**src/rtl/ifetch_map_pkg.sv**
```systemverilog
// Package: shared widths, constants and result type for the fetch mapper.
package ifetch_map_pkg;
    localparam int MAP_W      = 16;
    localparam int IMEM_BIT   = 12;
    localparam int SEG_W      = 8;
    localparam logic [MAP_W-1:0] MAP_RST = 16'h1000;

    typedef struct packed {
        logic             imem;
        logic [SEG_W-1:0] seg;
        logic             fault;
    } route_t;
endpackage

```
**src/rtl/ifetch_map_regs.sv**
```systemverilog
// Two bank map registers with write port and combinational read-back.
// Assumes cfg_sel is a single bit; both registers reset to MAP_RST.
module ifetch_map_regs
    import ifetch_map_pkg::*;
(
    input  logic             clk,
    input  logic             rst_n,
    input  logic             cfg_we,
    input  logic             cfg_sel,
    input  logic [MAP_W-1:0] cfg_wdata,
    output logic [MAP_W-1:0] map0,
    output logic [MAP_W-1:0] map1,
    output logic [MAP_W-1:0] cfg_rdata
);
    logic [MAP_W-1:0] bank_q [2];

    genvar gi;
    generate
        for (gi = 0; gi < 2; gi++) begin : g_bank
            // Load bank gi when selected by a write.
            always_ff @(posedge clk) begin
                if (!rst_n)
                    bank_q[gi] <= MAP_RST;
                else if (cfg_we && (cfg_sel == gi[0]))
                    bank_q[gi] <= cfg_wdata;
            end
        end
    endgenerate

    // Expose registers and read mux.
    always_comb begin
        map0      = bank_q[0];
        map1      = bank_q[1];
        cfg_rdata = cfg_sel ? bank_q[1] : bank_q[0];
    end
endmodule

```
**src/rtl/ifetch_map_route.sv**
```systemverilog
// Combinational route decode: picks bank by address bit, decides target and fault.
// Assumes SEG_CNT <= 2**SEG_W.
module ifetch_map_route
    import ifetch_map_pkg::*;
#(
    parameter int PC_W    = 16,
    parameter int BADDR_W = 18,
    parameter int SEG_CNT = 256
) (
    input  logic [PC_W-1:0]    pc,
    input  logic [MAP_W-1:0]   map0,
    input  logic [MAP_W-1:0]   map1,
    input  logic [SEG_CNT-1:0] seg_present,
    output logic [BADDR_W-1:0] baddr,
    output route_t             route
);
    localparam int BANK_BIT = 17;
    localparam int WIDE_W   = PC_W + 2;

    logic [WIDE_W-1:0] wide;
    logic [MAP_W-1:0]  sel_map;

    // Form byte address, choose bank, decode target.
    always_comb begin
        wide        = {pc, 2'b00};
        baddr       = wide[BADDR_W-1:0];
        sel_map     = wide[BANK_BIT] ? map1 : map0;
        route.imem  = sel_map[IMEM_BIT];
        route.seg   = route.imem ? '0 : sel_map[SEG_W-1:0];
        route.fault = !route.imem && !seg_present[route.seg];
    end
endmodule

```
**src/rtl/ifetch_map.sv**
```systemverilog
// Top: registers the decoded fetch route one cycle after each request.
// Assumes synchronous active-low reset; outputs hold between requests.
module ifetch_map
    import ifetch_map_pkg::*;
#(
    parameter int PC_W    = 16,
    parameter int BADDR_W = 18,
    parameter int SEG_CNT = 256
) (
    input  logic               clk,
    input  logic               rst_n,
    input  logic               req_vld,
    input  logic [PC_W-1:0]    req_pc,
    input  logic [SEG_CNT-1:0] seg_present,
    input  logic               cfg_we,
    input  logic               cfg_sel,
    input  logic [MAP_W-1:0]   cfg_wdata,
    output logic [MAP_W-1:0]   cfg_rdata,
    output logic               ack_vld,
    output logic               tgt_imem,
    output logic [SEG_W-1:0]   tgt_seg,
    output logic [BADDR_W-1:0] offset,
    output logic               fetch_fault
);
    logic [MAP_W-1:0]   map0, map1;
    logic [BADDR_W-1:0] baddr;
    route_t             route;

    ifetch_map_regs u_regs (
        .clk(clk), .rst_n(rst_n), .cfg_we(cfg_we), .cfg_sel(cfg_sel),
        .cfg_wdata(cfg_wdata), .map0(map0), .map1(map1), .cfg_rdata(cfg_rdata)
    );

    ifetch_map_route #(.PC_W(PC_W), .BADDR_W(BADDR_W), .SEG_CNT(SEG_CNT)) u_route (
        .pc(req_pc), .map0(map0), .map1(map1), .seg_present(seg_present),
        .baddr(baddr), .route(route)
    );

    // Valid strobe follows request by one cycle.
    always_ff @(posedge clk) begin
        if (!rst_n) ack_vld <= 1'b0;
        else        ack_vld <= req_vld;
    end

    // Capture route on request; hold otherwise.
    always_ff @(posedge clk) begin
        if (!rst_n) begin
            tgt_imem    <= 1'b0;
            tgt_seg     <= '0;
            offset      <= '0;
            fetch_fault <= 1'b0;
        end else if (req_vld) begin
            tgt_imem    <= route.imem;
            tgt_seg     <= route.seg;
            offset      <= baddr;
            fetch_fault <= route.fault;
        end
    end
endmodule

```
**config.mk**
```make
export PLATFORM = sky130hd
export DESIGN_NAME = ifetch_map
export DESIGN_NICKNAME = d
export VERILOG_FILES = /design/src/rtl/ifetch_map_pkg.sv /design/src/rtl/ifetch_map_regs.sv /design/src/rtl/ifetch_map_route.sv /design/src/rtl/ifetch_map.sv
export SDC_FILE = /design/constraint.sdc
export NUM_CORES = 1
export LEC_CHECK = 0
export ABC_CLOCK_PERIOD_IN_PS = 3500
export BUFFER_PORTS_ARGS = -buffer_cell sky130_fd_sc_hd__buf_2
export CAP_MARGIN = 5
export CORE_AREA = 2 2 131 133
export DETAILED_ROUTE_END_ITERATION = 16
export DIE_AREA = 0 0 133 135
export HOLD_SLACK_MARGIN = 0.08
export MAX_ROUTING_LAYER = met4
export SYNTH_ARGS = -nofsm -noshare
export SYNTH_HDL_FRONTEND = slang
export SYNTH_SLANG_ARGS = --single-unit
```
**constraint.sdc**
```tcl
create_clock -name clk -period 3.5 [get_ports clk]
set_input_delay 0.35 -clock clk [delete_from_list [all_inputs] [get_ports clk]]
set_output_delay 0.35 -clock clk [all_outputs]
set_load 0.05 [all_outputs]
```
==> impl_metrics.toml <==
[synth]
yosys_warnings = 0
yosysMostFrequentCell = "nand2_1"
synth_seq_cells = 59
syn_inst = 583
ys_top_cells_by_area = "edfxtp_1, dfxtp_1, o221ai_1"
ys_seq_area_share_pct = 30.55
synth_ff_type = "edfxtp_1"
post-synth-top-area-cell = "edfxtp_1"
avgSynthCellArea_um2 = 8.430
yosysTopAreaCellShare_pct = 19.55
synth_common_cells = "nand2_1, o221ai_1, edfxtp_1, and2_1, mux2i_1"
synth_area_mm2 = 0.004915
synth-async-reset-ratio_pct = 0
synthDistinctLibCells = 59
synth_edf_count = 32

[global_route]
grtUsageTotal_pct = 25.09
grt_pass1_wl_um = 33490
antenna_found_initial = 3
grt_max_degree = 57
overflow = 0
grt_pass1_vias = 6062

[power_and_ir_drop]
p_per_area_mw_per_mm2 = 359.8
finalPower_mw = 2.559
p_leak_nw = 3.356
irDropWorstVdd_mv = 0.3568

[finish]
final_area_mm2 = 0.007111
nFillCells = 1692
drive_gt1_share_pct = 44.85
fin_util_pct = 43.34
final_nets = 1182
area_delta_synth_final_pct = 44.68

[timing]
setup_viol = 0
slew_violations = 0
post-route-period-util_pct = 83.83
max_freq_ghz = 0.3408
worstMarginPinSlew_ns = 0.7345
finalSetupTns_ns = 0
slew_headroom_pct = 50.91
period_minus_slack_ns = 2.934
hold_viol = 0
worst_clock_skew_ns = 0.007211
rsz0062_at_grt = "false"

[critical_path]
rr_startpoint = "u_regs.bank_q[0][12]$_SDFFCE_PN1P_"
path_class = "flop to flop"
r2r_slack_ns = 0.57
reg2reg_depth = 8
startpoint_type = "flop"
critPathCaptureType = "flop"
crit_fanout = 25
crit_required_ns = 3.70
arrival_ns = 3.13
r2r_end = "fetch_fault$_SDFFE_PN0P_"

[cts]
cts_resized = 0
h-tree-depth = 3
cts_made_buffers = 9
cts_tree = "yes"
clk_root_buffer_cell = "clkbuf_16"
ctsHoldBuffers = 0
clk_pin_slew_ns = 0.05
insertion_delay_ns = 0.32
cts_setup_buffers = 0
clockBufferDepth = 2
cts_sinks = 59

[job]
cap_violations = 0

[die]
core-area_mm2 = 0.01641
row_count = 47
die_h_um = 135
ioPinCount = 338
dieArea_mm2 = 0.01796
start_util_pct = 29.96
fp.dieW_um = 133

[placed_design]
dp_hpwl_um = 17990
port_buffers = 335
place_congestion = 0.9327
placed_area_mm2 = 0.006817

[hold_path]
min_path_type = "input pin to flop"
hp-start = "req_pc[13]"
hold_path_end = "offset[15]$_SDFFE_PN0P_"
min_delay_path_depth = 3

[route]
vias = 6057
via_per_inst = 5.423
drc = 0
wl_per_cell_um = 20.44
first_iter_violations = 393
wl_um = 22830
ant_nets = 0
dr.pass1.iters = 5

[run_status]
status = "finished clean"
[per-layer routing]
layer,global-route usage [%],vias to the layer above,part of all wire [%]
li1,-,2900,-
met1,27.47,2829,38
met2,45.22,291,52
met3,4.580,37,6.7
met4,9.797,0,3.1
met5,-,-,0
[registers in the layout, indices dropped and copies added, names as in the netlist]
register / count
u_regs.bank_q: 32
offset: 16
tgt_seg: 8
ack_vld: 1
fetch_fault: 1
tgt_imem: 1
[layout make-up]
class / instances / area, µm² / area share, %
inverters: 2 / 7.507 / 0.1056
well taps: 220 / 275.3 / 3.871
diodes: 3 / 7.507 / 0.1056
clock buffers: 11 / 232.7 / 3.273
flip-flops and latches: 59 / 1501 / 21.12
multi-input cells: 459 / 3133 / 44.06
repair buffers: 358 / 1899 / 26.71
clock inverters: 5 / 53.80 / 0.7566
[cell families (layout without fill, tap and decap cells)]
group / Yosys count / in the layout / synth area share, %
compound gates: 205 / 205 / 31.03
buf+inv: 66 / 376 / 6.161
flops: 59 / 59 / 30.55
mux: 48 / 48 / 10.21
other cells: 1 / 5 / 0.07630
simple gates: 204 / 204 / 21.97
[stage by stage]
stage | setup WS [ns] | hold slack, ns | cells
after global placement | 0.5714 | 0.4354 | 1098
after floorplan | 1.059 | 0.4782 | 584
after detailed placement | 0.5330 | 0.4471 | 1098
final | 0.5658 | 0.2873 | 1117
after global routing | 0.3116 | 0.2990 | 1117
after CTS | 0.6032 | 0.2772 | 1114
[how the worst max path moves through the flow]
stage / from / to / cells after the start
floorplan: cfg_sel / u_regs.bank_q[0][0]$_SDFFCE_PN0P_ / 3
global placement: req_pc[15] / fetch_fault$_SDFFE_PN0P_ / 10
detailed placement: req_pc[15] / fetch_fault$_SDFFE_PN0P_ / 10
CTS: u_regs.bank_q[1][12]$_SDFFCE_PN1P_ / fetch_fault$_SDFFE_PN0P_ / 9
global route: u_regs.bank_q[0][12]$_SDFFCE_PN1P_ / fetch_fault$_SDFFE_PN0P_ / 8
finish: u_regs.bank_q[0][12]$_SDFFCE_PN1P_ / fetch_fault$_SDFFE_PN0P_ / 8
[worst max-delay path: stages, from the launching register on]
cell      delay, ns
edfxtp_1       0.52
nor3b_1        0.45
or2_2          0.53
nand2_1        0.14
o32ai_1        0.43
o31ai_1        0.12
a211o_1        0.28
a32oi_1        0.19
a32oi_1        0.13
[report_power, final]
part	switching (mW)	internal, mW	total [mW]
Sequential	0.0273	0.782	0.810
Clock	0.299	0.547	0.845
Combinational	0.545	0.359	0.903
[cell usage in the layout, fill, tap and decap left out, drive strengths merged, types with 21 or more instances in the layout]
cell type  instances
a211oi            30
a21oi             21
and2              31
and3              30
buf              358
dfxtp             27
edfxtp            32
mux2i             31
nand2             67
o21ai             23
o221ai            57
Note: power is estimated with default switching activity, not from simulation.
